**src/rtl/feac_pkg.sv**
```systemverilog
package feac_pkg;
  localparam int FEAC_CW   = 6;   // code bits per message
  localparam int FEAC_ONES = 8;   // leading ones
  localparam int FEAC_WIN  = 10;  // history depth
  localparam int FEAC_VAL  = 8;   // occurrences needed to validate
  localparam int FEAC_REM  = 3;   // below this a valid code is removed

  localparam int ST_VAL_EV = 0;
  localparam int ST_VAL_EN = 1;
  localparam int ST_REM_EV = 2;
  localparam int ST_REM_EN = 3;
  localparam int ST_VALID  = 4;
endpackage

```
**src/rtl/feac_framer.sv**
```systemverilog
module feac_framer #(
  parameter int CW   = feac_pkg::FEAC_CW,
  parameter int ONES = feac_pkg::FEAC_ONES
) (
  input  logic          clk_i,
  input  logic          rst_ni,
  input  logic          bit_i,
  input  logic          bit_vld_i,
  output logic          frm_o,
  output logic [CW-1:0] code_o
);
  localparam int MSG   = ONES + CW + 2;
  localparam int FIL_W = $clog2(MSG + 1);

  logic [MSG-1:0]   sh_q;
  logic [MSG-1:0]   nxt;
  logic [FIL_W-1:0] fill_q;
  logic             hit;
  logic [CW-1:0]    code_n;

  assign nxt = {sh_q[MSG-2:0], bit_i};

  // oldest bit at MSB: ones, zero, d0..d5, zero
  assign hit = (fill_q >= FIL_W'(MSG - 1)) && (&nxt[MSG-1:CW+2])
             && !nxt[CW+1] && !nxt[0];

  for (genvar k = 0; k < CW; k++) begin : g_code
    assign code_n[k] = nxt[CW - k];
  end

  always_ff @(posedge clk_i or negedge rst_ni) begin
    if (!rst_ni) begin
      sh_q   <= '0;
      fill_q <= '0;
      frm_o  <= 1'b0;
      code_o <= '0;
    end else begin
      frm_o <= 1'b0;
      if (bit_vld_i) begin
        sh_q <= nxt;
        if (hit) begin
          fill_q <= '0;
          frm_o  <= 1'b1;
          code_o <= code_n;
        end else if (fill_q != FIL_W'(MSG)) begin
          fill_q <= fill_q + 1'b1;
        end
      end
    end
  end
endmodule

```
**src/rtl/feac_window.sv**
```systemverilog
module feac_window #(
  parameter int CW  = feac_pkg::FEAC_CW,
  parameter int WIN = feac_pkg::FEAC_WIN,
  parameter int VAL = feac_pkg::FEAC_VAL,
  parameter int REM = feac_pkg::FEAC_REM
) (
  input  logic          clk_i,
  input  logic          rst_ni,
  input  logic          frm_i,
  input  logic [CW-1:0] code_i,
  output logic          valid_o,
  output logic [CW-1:0] code_o,
  output logic          val_evt_o,
  output logic          rem_evt_o
);
  localparam int CNT_W = $clog2(WIN + 1);

  logic [CW-1:0]    slot_q [WIN];
  logic [WIN-1:0]   used_q;
  logic [CW-1:0]    slot_n [WIN];
  logic [WIN-1:0]   used_n;
  logic [CNT_W-1:0] cnt_new, cnt_held;

  assign slot_n[0] = code_i;
  assign used_n[0] = 1'b1;
  for (genvar i = 1; i < WIN; i++) begin : g_shift
    assign slot_n[i] = slot_q[i-1];
    assign used_n[i] = used_q[i-1];
  end

  always_comb begin
    cnt_new  = '0;
    cnt_held = '0;
    for (int i = 0; i < WIN; i++) begin
      if (used_n[i] && slot_n[i] == code_i) cnt_new  = cnt_new + 1'b1;
      if (used_n[i] && slot_n[i] == code_o) cnt_held = cnt_held + 1'b1;
    end
  end

  assign val_evt_o = frm_i && !valid_o && (cnt_new >= CNT_W'(VAL));
  assign rem_evt_o = frm_i &&  valid_o && (cnt_held < CNT_W'(REM));

  always_ff @(posedge clk_i or negedge rst_ni) begin
    if (!rst_ni) begin
      used_q  <= '0;
      valid_o <= 1'b0;
      code_o  <= '0;
      for (int i = 0; i < WIN; i++) slot_q[i] <= '0;
    end else if (frm_i) begin
      used_q <= used_n;
      for (int i = 0; i < WIN; i++) slot_q[i] <= slot_n[i];
      if (val_evt_o) begin
        valid_o <= 1'b1;
        code_o  <= code_i;
      end else if (rem_evt_o) begin
        valid_o <= 1'b0;
      end
    end
  end
endmodule

```
**src/rtl/feac_regs.sv**
```systemverilog
module feac_regs #(
  parameter int CW = feac_pkg::FEAC_CW
) (
  input  logic          clk_i,
  input  logic          rst_ni,
  input  logic          valid_i,
  input  logic [CW-1:0] code_i,
  input  logic          val_evt_i,
  input  logic          rem_evt_i,
  input  logic          sel_i,
  input  logic          rd_i,
  input  logic          wr_i,
  input  logic [7:0]    wdata_i,
  output logic [7:0]    rdata_o,
  output logic [7:0]    stat_o,
  output logic          irq_o
);
  import feac_pkg::*;

  logic val_ev_q, val_en_q, rem_ev_q, rem_en_q;
  logic clr;

  assign clr = rd_i && sel_i;

  always_ff @(posedge clk_i or negedge rst_ni) begin
    if (!rst_ni) begin
      val_ev_q <= 1'b0;
      rem_ev_q <= 1'b0;
      val_en_q <= 1'b0;
      rem_en_q <= 1'b0;
    end else begin
      if (val_evt_i)  val_ev_q <= 1'b1;
      else if (clr)   val_ev_q <= 1'b0;
      if (rem_evt_i)  rem_ev_q <= 1'b1;
      else if (clr)   rem_ev_q <= 1'b0;
      if (wr_i && sel_i) begin
        val_en_q <= wdata_i[ST_VAL_EN];
        rem_en_q <= wdata_i[ST_REM_EN];
      end
    end
  end

  always_comb begin
    stat_o            = '0;
    stat_o[ST_VAL_EV] = val_ev_q;
    stat_o[ST_VAL_EN] = val_en_q;
    stat_o[ST_REM_EV] = rem_ev_q;
    stat_o[ST_REM_EN] = rem_en_q;
    stat_o[ST_VALID]  = valid_i;
  end

  assign rdata_o = sel_i ? stat_o : {{(8-CW){1'b0}}, code_i};
  assign irq_o   = (val_ev_q && val_en_q) || (rem_ev_q && rem_en_q);
endmodule

```
**src/rtl/feac_rx.sv**
```systemverilog
module feac_rx #(
  parameter int CW   = feac_pkg::FEAC_CW,
  parameter int ONES = feac_pkg::FEAC_ONES,
  parameter int WIN  = feac_pkg::FEAC_WIN,
  parameter int VAL  = feac_pkg::FEAC_VAL,
  parameter int REM  = feac_pkg::FEAC_REM
) (
  input  logic       clk_i,
  input  logic       rst_ni,
  input  logic       bit_i,
  input  logic       bit_vld_i,
  input  logic       reg_sel_i,
  input  logic       reg_rd_i,
  input  logic       reg_wr_i,
  input  logic [7:0] reg_wdata_i,
  output logic [7:0] reg_rdata_o,
  output logic       irq_o
);
  logic          frm_vld;
  logic [CW-1:0] frm_code;
  logic          win_valid;
  logic [CW-1:0] win_code;
  logic          val_evt, rem_evt;
  logic [7:0]    stat;

  feac_framer #(.CW(CW), .ONES(ONES)) u_framer (
    .clk_i, .rst_ni, .bit_i, .bit_vld_i,
    .frm_o(frm_vld), .code_o(frm_code)
  );

  feac_window #(.CW(CW), .WIN(WIN), .VAL(VAL), .REM(REM)) u_window (
    .clk_i, .rst_ni,
    .frm_i(frm_vld), .code_i(frm_code),
    .valid_o(win_valid), .code_o(win_code),
    .val_evt_o(val_evt), .rem_evt_o(rem_evt)
  );

  feac_regs #(.CW(CW)) u_regs (
    .clk_i, .rst_ni,
    .valid_i(win_valid), .code_i(win_code),
    .val_evt_i(val_evt), .rem_evt_i(rem_evt),
    .sel_i(reg_sel_i), .rd_i(reg_rd_i), .wr_i(reg_wr_i),
    .wdata_i(reg_wdata_i), .rdata_o(reg_rdata_o),
    .stat_o(stat), .irq_o(irq_o)
  );
endmodule

```
**config.mk**
```make
export PLATFORM = sky130hd
export DESIGN_NAME = feac_rx
export DESIGN_NICKNAME = d
export VERILOG_FILES = /design/src/rtl/feac_pkg.sv /design/src/rtl/feac_framer.sv /design/src/rtl/feac_window.sv /design/src/rtl/feac_regs.sv /design/src/rtl/feac_rx.sv
export SDC_FILE = /design/constraint.sdc
export NUM_CORES = 1
export LEC_CHECK = 0
export BUFFER_PORTS_ARGS = -buffer_cell sky130_fd_sc_hd__buf_2
export CORE_MARGIN = 8
export CORE_UTILIZATION = 38
export DETAILED_ROUTE_END_ITERATION = 8
export SLEW_MARGIN = 10
export SYNTH_ARGS = -nofsm -noshare
export SYNTH_HDL_FRONTEND = slang
export SYNTH_SLANG_ARGS = --single-unit
```
**constraint.sdc**
```tcl
create_clock -name clk_i -period 9.2 [get_ports clk_i]
set_input_delay 0.46 -clock clk_i [delete_from_list [all_inputs] [get_ports clk_i]]
set_output_delay 0.46 -clock clk_i [all_outputs]
set_load 0.01 [all_outputs]
```
==> summary.md, run 1 <==
| Metric | Value |
|---|---|
| Status | finished clean |
| Final global-route overflow total | 0 |
| Maxcap violations | 0 |
| Routed len/inst | 17.6 µm |
| Slowest cell on crit path | dfrtp_1 |
| Unrepaired setup endpoints after global routing | false |
| Num Clock Sinks | approximately 100 |
| Clk root buf | clkbuf_16 |
| Post-DP HPWL | 11400 µm |
| Fin area | 7420 µm² |
| GR Util All Layers | 14.6% |
| Final Max Slew Viols | 0 |
| Share of post-route cells with drive strength above 1 | around a fifth |
| First-pass GRT wire length | about 26000 µm |
| 1st-iter DRT viols | 351 |
| FF/Latch Area | roughly 2500 µm² |
| DRC violations left | 0 |
| Worst reg2reg startpoint | u_window.code_o[2] |
| Full die area | 22600 µm² |
| Reg2reg setup slack | 1.69 ns |
| Placed Area | 7120 µm² |
| Total chip power | 0.987 mW |
| Core area | 17800 µm² |
| Setup TNS | 0 ns |
| Antenna cell count | 0 |
| Synth Instances | 667 |
| Post-CTS Setup Inserts | 0 |
| Pwr Density | 133 nW/µm² |
| Hold buffers post-CTS | 0 |
| EDFF count, synth | 0 |
| WP data required | 9.40 ns |
| CP Launch Type | flip-flop |
| Synth cell types | 57 |
| Hold crit path type | primary input to asynchronous set/reset pin |
| Post-layout min period | 7.51 ns |
| Final wirelength | approximately 16000 µm |
| # port buffers | 15 |
| Top_reg_cell synth | dfrtp_1 |
| # setup viols final | 0 |
| Largest net degree at the start of global routing | 77 |
| Post-synthesis sequential area ratio | 36.9% |
| Clk pin slew, worst setup/hold paths | 0.07 ns |
| Peak Freq | 133 MHz |
| Num CTS Buffers | 9 |
| CTS resizes | 0 |
| VDD IR max | about 0.00013 V |
| GP Congestion | around 0.89 |
| Rows | 49 |
| Die width | 150 µm |
| Final Hold Vio Count | 0 |
| CP Buf/Inv Count | 1 |
| Post-Syn Area per Cell | about 10 µm² |
| Final Util | 41.6% |
| YS warnings | 0 |
| Arrival @ worst endpoint | 7.72 ns |
| Max Fanout on Critical Path | 12 |
| Drt via density | about 5.4 |
| Crit path max-delay family | simple AND/OR/NAND/NOR gates |
| Post-synthesis register bit count | 101 |
| Mapped Area | 6850 µm² |
| Initial antenna violation count | 0 |
| Reg2reg end | u_window.valid_o |
| Number of global-route vias before repair | about 5000 |
| Clock Skew | between 0.007 and 0.008 ns |
| Via count | about 4900 |
| CTS HTree Levels | 3 |
| Footprint of the multi-input gates | roughly 4100 µm² |
| Boundary Pins | 24 |
| TritonCTS clock tree | done |
| Tcrit/Tclk final | 81.7% |
| CP max stage delay | 0.83 ns |
| Final #Nets | 702 |
| Die height | 150 µm |
| CP dominant cell by count | ha_1 |
| Slew @ Worst Pin | 1.15 ns |
| Crit path capture type | flip-flop |
| Slew headroom | 22.5% |
| Pleak | 3.44 nW |
| Fillers | 1705 |
| Max Root-Sink Buffers | 2 |
| Starting Density | 38.4% |
| Final ANT Viol Nets | 0 |
| TritonRoute pass-1 iters | 4 |
| Area Overhead vs Synth | 8.30% |
| WS Path Type | flip-flop to flip-flop |
| Ys async rst share | 100% |
| Clk Latency, worst-skew pair | around 0.34 ns |
| Reg2reg path depth | 30 |
[metrics by stage]
stage | hold slack [ns] | cells | setup WS [ns]
after global placement | 0.383 | 883 | 2.02
after global routing | 0.0237 | 899 | 1.07
after CTS | 0.0168 | 899 | 1.75
after floorplan | 0.164 | 668 | 2.55
after detailed placement | 0.393 | 883 | 1.77
final | 0.00878 | 899 | 1.69
[worst max-delay path by stage]
stage | slack, ns | start | endpoint | cells past startpoint
5_1_grt | 1.07 | u_framer.code_o[3] | u_window.valid_o | 32
2_1_floorplan | 2.55 | u_framer.code_o[2] | u_window.valid_o | 33
3_5_place_dp | 1.77 | u_window.code_o[2] | u_window.valid_o | 30
6_report | 1.69 | u_window.code_o[2] | u_window.valid_o | 30
4_1_cts | 1.75 | u_window.code_o[2] | u_window.valid_o | 30
3_3_place_gp | 2.02 | u_window.code_o[2] | u_window.valid_o | 29
[power by group]
group          internal (mW)  switching (mW)  total [mW]
Sequential             0.480          0.0292       0.509
Clock                  0.214           0.169       0.382
Combinational         0.0487          0.0471      0.0958
[synth_stat cells (2+ instances only)]
cell       number  area [µm²]
nor4_1         26         163
inv_1          15        56.3
nor4b_1         2        17.5
nand3_1        18        90.1
mux2_2         94        1060
o211ai_1        4        30.0
nor3_1          8        40.0
buf_4           2        15.0
and4b_1         3        30.0
a32oi_1         2        17.5
and2_1          6        37.5
buf_1           7        26.3
buf_2           7        35.0
clkbuf_1       18        67.6
nand4_1        22         138
nand2_1        59         221
xnor3_1         2        45.0
mux2i_1         4        40.0
a2bb2oi_1       2        17.5
dfrtp_1       101        2530
or2_2           4        25.0
a211oi_1        2        15.0
o21a_1          2        15.0
xor2_1         47         412
or4_1           4        30.0
a22o_1          2        17.5
o41ai_1         4        35.0
and4_1          2        17.5
ha_1           21         263
a21oi_1         7        35.0
nor2_1         22        82.6
or3_1           4        25.0
xnor2_1        89         780
nor3b_1         2        15.0
and3_1         13        81.3
o21ai_0        14        70.1
a21o_1          3        22.5
or4b_1          2        20.0
a31oi_1         3        18.8
[cell type report]
type | count | area share, %
Multi-Input combinational cell | 518 | 55.8
Clock inverter | 4 | 0.759
Clock buffer | 12 | 3.19
Inverter | 15 | 0.759
Tap cell | 229 | 3.86
Timing Repair Buffer | 20 | 1.55
Sequential cell | 101 | 34.1
[flip-flops by register name, indices dropped and copies added, names as in the netlist]
signal / count
u_framer.frm_o: 1
u_framer.sh_q: 15
u_framer.fill_q: 5
u_window.slot_n: 54
u_window.code_o: 6
u_regs.rem_en_q: 1
u_regs.val_en_q: 1
u_regs.val_ev_q: 1
u_window.valid_o: 1
u_window.used_q: 9
u_framer.code_o: 6
u_regs.rem_ev_q: 1
[placed cells by master, fill, tap and decap left out, types with 15 or more instances in the layout]
| cell | Yosys | routed |
|---|---|---|
| dfrtp_1 | 101 | 100 |
| mux2_2 | 94 | 94 |
| nor2_1 | 22 | 22 |
| nand4_1 | 22 | 22 |
| ha_1 | 21 | 21 |
| inv_1 | 15 | 15 |
| nand2_1 | 59 | 59 |
| nand3_1 | 18 | 18 |
| xor2_1 | 47 | 47 |
| nor4_1 | 26 | 24 |
| xnor2_1 | 89 | 89 |
[metal layers]
metal / vias up / track usage [%] / routed length [µm]
li1: 2362 / - / -
met1: 2429 / 19.6 / 7500
met2: 88 / 24.0 / 7450
met3: 20 / 2.04 / 551
met4: 0 / 4.65 / 299
met5: - / 0 / 0
[cells by family after synthesis]
family	after synthesis	synth area share, %
and+or+nand+nor	204	16.1
xor gates and xnor gates	139	18.4
DFF	101	36.9
muxes	98	16.0
AOI/OAI and AO/OA	53	5.48
buffers and inverters	49	2.92
adders and majority gates	22	4.13
other	1	0.0548
[worst register-to-register path, delay by kind of cell (launching register included)]
kind	cells	cell delay, ns
AO/OA/AOI/OAI	8	1.69
XOR/XNOR	3	0.78
adder cells (fa/ha/maj)	4	1.20
buffers and inverters	1	0.06
flip-flops	1	0.83
AND/OR/NAND/NOR	14	2.81
No activity file was read; power rests on OpenSTA's default activity.
==> run 2: changes to the inputs <==
==> constraint.sdc (replaced) <==
create_clock -name clk_i -period 7 [get_ports clk_i]
set_input_delay 0.35 -clock clk_i [delete_from_list [all_inputs] [get_ports clk_i]]
set_output_delay 0.35 -clock clk_i [all_outputs]
set_load 0.01 [all_outputs]
==> run 2 against run 1 <==
Against the previous run:
- combinational power up 39%
- critical path depth down 1
- power up 34%
- critical endpoint is now u_regs.rem_ev_q
- first-iteration DRC count down 13%
- clock skew down 0.00085 ns
- core utilization up 1.8 points
- worst hold slack worse by 0.0078 ns
- register-to-register slack worse by 1.4 ns
- via count up 3.1%
==> summary.md, run 2 (synthesis results as in run 1) <==
| Metric | Value |
|---|---|
| Status | finished clean |
| Slew headroom | 25.7% (+3.2 points) |
| Max Root-Sink Buffers | 2 (unchanged) |
| Clk root buf | clkbuf_16 |
| WS Path Type | flip-flop to flip-flop |
| Footprint of the multi-input gates | 4240 µm² (+2.6%) |
| Largest net degree at the start of global routing | 66 (-14%) |
| Final wirelength | 16400 µm (+3.9%) |
| Clk Latency, worst-skew pair | 0.35 ns (about the same) |
| Max Fanout on Critical Path | 8 (-4) |
| GR Util All Layers | 14.9% (+0.27 points) |
| DRC violations left | 0 (unchanged) |
| Tcrit/Tclk final | 96.3% (+15 points) |
| Routed len/inst | 17.8 µm (+1.1%) |
| Full die area | 22600 µm² (unchanged) |
| Clock Skew | 0.00712 ns (-0.000848 ns) |
| Pleak | 3.58 nW (+4.2%) |
| Final Hold Vio Count | 0 (unchanged) |
| Num CTS Buffers | 9 (unchanged) |
| Slew @ Worst Pin | 1.10 ns (-0.0474 ns) |
| CTS HTree Levels | 3 (unchanged) |
| Core area | 17800 µm² (unchanged) |
| Post-DP HPWL | 11800 µm (+3.2%) |
| Clk pin slew, worst setup/hold paths | 0.07 ns (about the same) |
| Max reg flops | 54 (unchanged) |
| Peak Freq | 148 MHz (+11%) |
| TritonCTS clock tree | done |
| First-pass GRT wire length | 26700 µm (+1.9%) |
| Final ANT Viol Nets | 0 (unchanged) |
| Final Max Slew Viols | 0 (unchanged) |
| FF/Latch Area | 2530 µm² (about the same) |
| TritonRoute pass-1 iters | 4 (unchanged) |
| Area Overhead vs Synth | 12.9% |
| Slowest cell on crit path | or4bb_4 |
| Rows | 49 (unchanged) |
| Crit path capture type | flip-flop |
| Arrival @ worst endpoint | 6.98 ns (-0.74 ns) |
| Commonest non-fill, non-tap cell in the layout | dfrtp_1 |
| GP Congestion | 0.837 (-6.2%) |
| Num Clock Sinks | 101 (unchanged) |
| Initial antenna violation count | 0 (unchanged) |
| Unrepaired setup endpoints after global routing | false |
| # setup viols final | 0 (unchanged) |
| Final #Nets | 727 (+3.6%) |
| Post-layout min period | 6.74 ns (-0.769 ns) |
| Maxcap violations | 0 (unchanged) |
| Setup WS pre-CTS | -0.0832 ns (-1.86 ns) |
| Die width | 150 µm (unchanged) |
| Drt via density | 5.47 (+0.29%) |
| Fin area | 7730 µm² (+4.2%) |
| WP data required | 7.24 ns (-2.16 ns) |
| Die height | 150 µm (unchanged) |
| Hold crit path type | primary input to asynchronous set/reset pin |
| Final global-route overflow total | 0 (unchanged) |
| Most frequent cells in the layout | dfrtp_1 (98), mux2_2 (94), xnor2_1 (88) |
| CP max stage delay | 0.62 ns (-0.21 ns) |
| Pwr Density | 170 nW/µm² (+28%) |
| Fillers | 1665 (-2.3%) |
| Worst Slack Setup Final | 0.256 ns (-1.43 ns) |
| Via count | 5050 (+3.1%) |
| VDD IR max | 0.000128 V (-4.2%) |
| 1st-iter DRT viols | 304 (-13%) |
| Number of global-route vias before repair | 5056 (+1.9%) |
| # port buffers | 15 (unchanged) |
| Boundary Pins | 24 (unchanged) |
| Antenna cell count | 0 (unchanged) |
| CP Launch Type | flip-flop |
| Placed Area | 7260 µm² (+2.0%) |
| Starting Density | 38.4% (unchanged) |
| Share of post-route cells with drive strength above 1 | 27.5% (+6.6 points) |
-- run 2: cell count changes in the layout (fill, tap and decap cells not counted), sizes merged --
cell      previous run  this run
clkinvlp             0         2
clkbuf              12        10
clkinv               2         1
buf                 20        45
inv                 16        17
-- run 2: cell type report --
cell class              count  area share, %
clock buffers              10           3.09
clock inverters             6          0.906
inverters                  15          0.728
multi-input cells         518           54.9
flip-flops and latches    101           32.7
well taps                 229           3.71
repair buffers             45           3.92
-- run 2: timing repair --
action / CTS / global route
buffers inserted: 0 / 6
pin swaps: 0 / 10
resized for setup: 3 / 26
setup endpoints to repair: 2 / 2
hold buffers: 0 / 0
-- run 2: worst paths after layout --
path / start / endpoint / slack [ns] / depth (start not counted)
max: u_window.code_o[0] / u_regs.rem_ev_q / 0.26 / 29
min: rst_ni / u_regs.rem_ev_q / 0.001 / 1
max reg2reg: u_window.code_o[0] / u_regs.rem_ev_q / 0.26 / 29
min reg2reg: u_framer.sh_q[0] / u_framer.code_o[5] / 0.50 / 2
max in group asynchronous: rst_ni / u_window.code_o[5] / 5.80 / 2
min in group clk_i: reg_wdata_i[1] / u_regs.val_en_q / 0.24 / 2
-- run 2: worst max-delay path, delay by kind of cell, from the launching register on --
family,cells,cell delay (ns)
xor+xnor,3,0.59
compound gates,7,1.21
simple gates,14,3.28
mux,1,0.22
flops,1,0.45
fa+ha+maj,4,0.87
-- run 2: report_power, final --
part	switching [mW]	internal (mW)	leakage (nW)	total [mW]
clock	0.225	0.290	0.147	0.515
sequential	0.0388	0.630	1.36	0.669
combinational	0.0646	0.0688	2.07	0.133
-- run 2: metrics by stage --
stage / hold slack (ns) / TNS [ns] / power (mW) / util (%) / instances
2_1_floorplan: 0.0544 / 0 / 0.763 / - / 668
3_3_place_gp: 0.381 / 0 / 0.800 / 40.7 / 902
4_1_cts: 0.0128 / 0 / 1.33 / 42.4 / 918
5_1_grt: 0.0391 / 0 / 1.38 / 43.3 / 924
6_report: 0.000974 / 0 / 1.32 / 43.3 / 924
3_5_place_dp: 0.382 / -0.0839 / 0.810 / 40.7 / 902
-- run 2: per-layer routing --
layer  routed length, µm  track usage, %
met1                7200            19.4
met2                8260            25.1
met3                 715            2.16
met4                 243            4.80
met5                   0               0
==> run 3: changes to the inputs <==
--- a/config.mk
+++ b/config.mk
@@ -5,9 +5,11 @@
 export SDC_FILE = /design/constraint.sdc
 export NUM_CORES = 1
 export LEC_CHECK = 0
+export ABC_AREA = 1
 export BUFFER_PORTS_ARGS = -buffer_cell sky130_fd_sc_hd__buf_2
 export CORE_MARGIN = 8
 export CORE_UTILIZATION = 38
+export CTS_BUF_LIST = sky130_fd_sc_hd__clkbuf_4 sky130_fd_sc_hd__clkbuf_8
 export DETAILED_ROUTE_END_ITERATION = 8
 export SLEW_MARGIN = 10
 export SYNTH_ARGS = -nofsm -noshare
==> constraint.sdc (replaced) <==
create_clock -name clk_i -period 7 [get_ports clk_i]
set_input_delay 0.35 -clock clk_i [delete_from_list [all_inputs] [get_ports clk_i]]
set_output_delay 0.35 -clock clk_i [all_outputs]
set_load 0.05 [all_outputs]
==> run 3 against run 2 <==
Against the previous run:
- sequential power shrank 6.0%
- die area grew 4.7%
- core utilization shrank 2.0 points
- critical path depth grew 8
- setup slack gained 0.80 ns
- clock-buffer cell count shrank 1
- sequential share of layout area grew 0.058 points
- global-route usage grew 1.8 points
- routed wire length grew 18%
- register-to-register slack gained 0.80 ns
- critical endpoint is now u_window.valid_o
==> summary.md, run 3 <==
| Metric | Value |
|---|---|
| Worst Setup SP | u_window.code_o[1] |
| Post-synthesis register bit count | 101 (unchanged) |
| Clk Latency, worst-skew pair | 0.40 ns (+0.05 ns) |
| Tcrit/Tclk final | 84.9% (-11 points) |
| Number of global-route vias before repair | 6239 (+23%) |
| Status | finished clean |
| Max Fanout on Critical Path | 14 (+6) |
| Die width | 154 µm (+2.3%) |
| Full die area | 23600 µm² (+4.7%) |
| Largest net degree at the start of global routing | 110 (+67%) |
| Drt via density | 5.17 (-5.4%) |
| Simple-gate share of the synthesized area | 32.9% (+17 points) |
| Share of post-route cells with drive strength above 1 | 15.1% (-12 points) |
| CP dominant cell by count | nand2_1 |
| Crit path capture type | flip-flop |
| Most common cell in the synthesized netlist | nand2_1 |
| Antenna cell count | 0 (unchanged) |
| Fin area | 7710 µm² (-0.28%) |
| Placed Cells | 1233 (+37%) |
| DRC violations left | 0 (unchanged) |
| Final #Nets | 1048 (+44%) |
| Final Hold Vio Count | 0 (unchanged) |
| Worst setup path endpoint | u_window.valid_o |
| EDFF count, synth | 0 (unchanged) |
| Post-Syn Area per Cell | 7.17 µm² (-30%) |
| Setup TNS | 0 ns (unchanged) |
| Hold crit path type | primary input to flip-flop |
| Top cell type's share of synthesized area | 35.1% (-1.9 points) |
| Pleak | 3.61 nW (+0.93%) |
| YS warnings | 0 (unchanged) |
| 1st-iter DRT viols | 393 (+29%) |
| Commonest non-fill, non-tap cell in the layout | nand2_1 |
| Clock Skew | 0.0196 ns (+0.0124 ns) |
| Num CTS Buffers | 9 (unchanged) |
| Post-DP HPWL | 14000 µm (+19%) |
| CP Launch Type | flip-flop |
| # setup viols final | 0 (unchanged) |
| Unrepaired setup endpoints after global routing | false |
| Top post-synthesis cells by count | nand2_1 (281), inv_1 (117), dfrtp_1 (101) |
| GR Util All Layers | 16.7% (+1.8 points) |
| Core area | 18600 µm² (+4.5%) |
| Final Util | 41.3% (-2.0 points) |
| Worst reg2reg startpoint | u_window.code_o[1] |
| Synth Area in XOR/XNOR | 2.92% (-15 points) |
| Synth Area in Compound Gates | 14.2% (+8.7 points) |
| Hold Crit Depth | 2 |
| Final wirelength | 19400 µm (+18%) |
| Final ANT Viol Nets | 0 (unchanged) |
| Synth top area cells | dfrtp_1 (35%), nand2_1 (15%), o21ai_0 (6.9%) |
| Num Clock Sinks | 101 (unchanged) |
| Area Overhead vs Synth | 6.92% |
| TritonRoute pass-1 iters | 5 (+1) |
| Routed len/inst | 15.5 µm (-13%) |
| Synth Instances | 1005 (+51%) |
| Post-synthesis sequential area ratio | 35.1% (-1.9 points) |
| Peak Freq | 168 MHz (+14%) |
| Post-CTS Setup Inserts | 0 (unchanged) |
| Max Root-Sink Buffers | 2 (unchanged) |
| Pwr Density | 145 nW/µm² (-15%) |
| Slew @ Worst Pin | 0.968 ns (-0.137 ns) |
| Rows | 50 (+2.0%) |
| Mapped Area | 7210 µm² (+5.3%) |
| Slew headroom | 35.5% (+9.8 points) |
| Top_reg_cell synth | dfrtp_1 |
| Maxcap violations | 0 (unchanged) |
| Die height | 154 µm (+2.3%) |
| Boundary Pins | 24 (unchanged) |
| Final global-route overflow total | 0 (unchanged) |
| # port buffers | 15 (unchanged) |
| GP Congestion | 0.824 (-1.6%) |
| First-pass GRT wire length | 31900 µm (+19%) |
| Final Max Slew Viols | 0 (unchanged) |
| Adder-cell share of the synthesized area | 3.92% (-0.21 points) |
| Slowest cell on crit path | dfrtp_1 |
| Post-synthesis mux area share | 0.312% (-16 points) |
| Initial antenna violation count | 0 (unchanged) |
| WS Path Type | flip-flop to flip-flop |
| Post-layout min period | 5.94 ns (-0.802 ns) |
| Clk pin slew, worst setup/hold paths | 0.11 ns (+0.04 ns) |
| CP max stage delay | 0.77 ns (+0.15 ns) |
| WP data required | 7.30 ns (+0.06 ns) |
| CTS HTree Levels | 3 (unchanged) |
| Max reg flops | 54 (unchanged) |
| Clk root buf | clkbuf_8 |
| Starting Density | 38.7% (+0.29 points) |
| Hold_sp | reg_wdata_i[3] |
| Largest family of logic cells by synthesized area | simple AND/OR/NAND/NOR gates |
| Reg2reg setup slack | 1.06 ns (+0.80 ns) |
| Placed Area | 7480 µm² (+3.1%) |
| Arrival @ worst endpoint | 6.24 ns (-0.74 ns) |
| Most frequent cells in the layout | nand2_1 (281), inv_1 (117), dfrtp_1 (100) |
| Synth cell types | 50 (-12%) |
| Reg2reg path depth | 37 (+28%) |
| Ys async rst share | 100% (unchanged) |
| TritonCTS clock tree | done |
| CTS resizes | 0 (-3) |
| Reg2reg end | u_window.valid_o |
| Final Non-Filler Cells | 1250 (+35%) |
| Area leader, netlist | dfrtp_1 |
| Via count | 6463 (+28%) |
| VDD IR max | 0.000131 V (+2.3%) |
==> run 3: cell count changes after synthesis, moves of 29 or more <==
cell / before / now
mux2_2: 94 / 2
xnor2_1: 89 / 5
nand2_1: 59 / 281
nand2_2: 0 / 32
nor2_1: 22 / 51
o22ai_1: 0 / 37
inv_1: 15 / 117
o21ai_0: 14 / 99
==> run 3: routing by layer <==
| layer | share of wire, % | up-vias | GRT usage [%] |
|---|---|---|---|
| li1 | - | 3274 | - |
| met1 | 45 | 3006 | 21.1 |
| met2 | 48 | 149 | 28.8 |
| met3 | 4.3 | 34 | 2.33 |
| met4 | 2.4 | 0 | 6.11 |
| met5 | 0 | - | 0 |
==> run 3: per-stage QoR <==
stage | hold WS [ns] | setup WS, ns | power, mW
finish | 0.183 | 1.06 | 1.12
global route | 0.184 | 0.469 | 1.17
CTS | 0.167 | 1.02 | 1.13
detailed placement | 0.346 | 1.03 | 0.724
global placement | 0.347 | 1.18 | 0.722
floorplan | 0.0544 | 1.86 | 0.694
==> run 3: kinds of logic after synthesis <==
kind of cell / count (synthesis)
and+or+nand+nor: 494
buffers and inverters: 184
AOI/OAI and AO/OA: 177
DFF: 101
xor gates and xnor gates: 24
adders and majority gates: 22
muxes: 2
other: 1
==> run 3: timing repair <==
| action | in CTS | in global routing |
|---|---|---|
| endpoints found under the setup margin | 0 | 0 |
| hold endpoints to repair | 37 | 0 |
| hold buffers | 1 | 0 |
==> run 3: report_power, final <==
group	total, mW	switching (mW)	internal, mW
Combinational	0.0833	0.0547	0.0286
Clock	0.403	0.255	0.148
Sequential	0.629	0.0189	0.610
==> run 3: how the worst min path moves through the flow <==
stage | to
detailed placement | u_framer.sh_q[12]
global route | u_regs.val_en_q
CTS | u_regs.rem_en_q
finish | u_regs.rem_en_q
floorplan | u_framer.code_o[0]
global placement | u_framer.sh_q[12]
==> run 3: worst max-delay path: cells and delay by family (launching register included) <==
kind                     cells  cell delay [ns]
AO/OA/AOI/OAI                6             0.94
XOR/XNOR                     1             0.12
flip-flops                   1             0.77
adder cells (fa/ha/maj)      6             1.69
AND/OR/NAND/NOR             18             1.81
buffers and inverters        6             0.45
==> run 3: final cells by class <==
type	instances	area, µm²
inverters	147	552
multi-input cells	721	3920
flip-flops and latches	101	2530
fillers	1964	10900
clock inverters	7	93.8
well taps	234	293
clock buffers	9	124
repair buffers	31	200
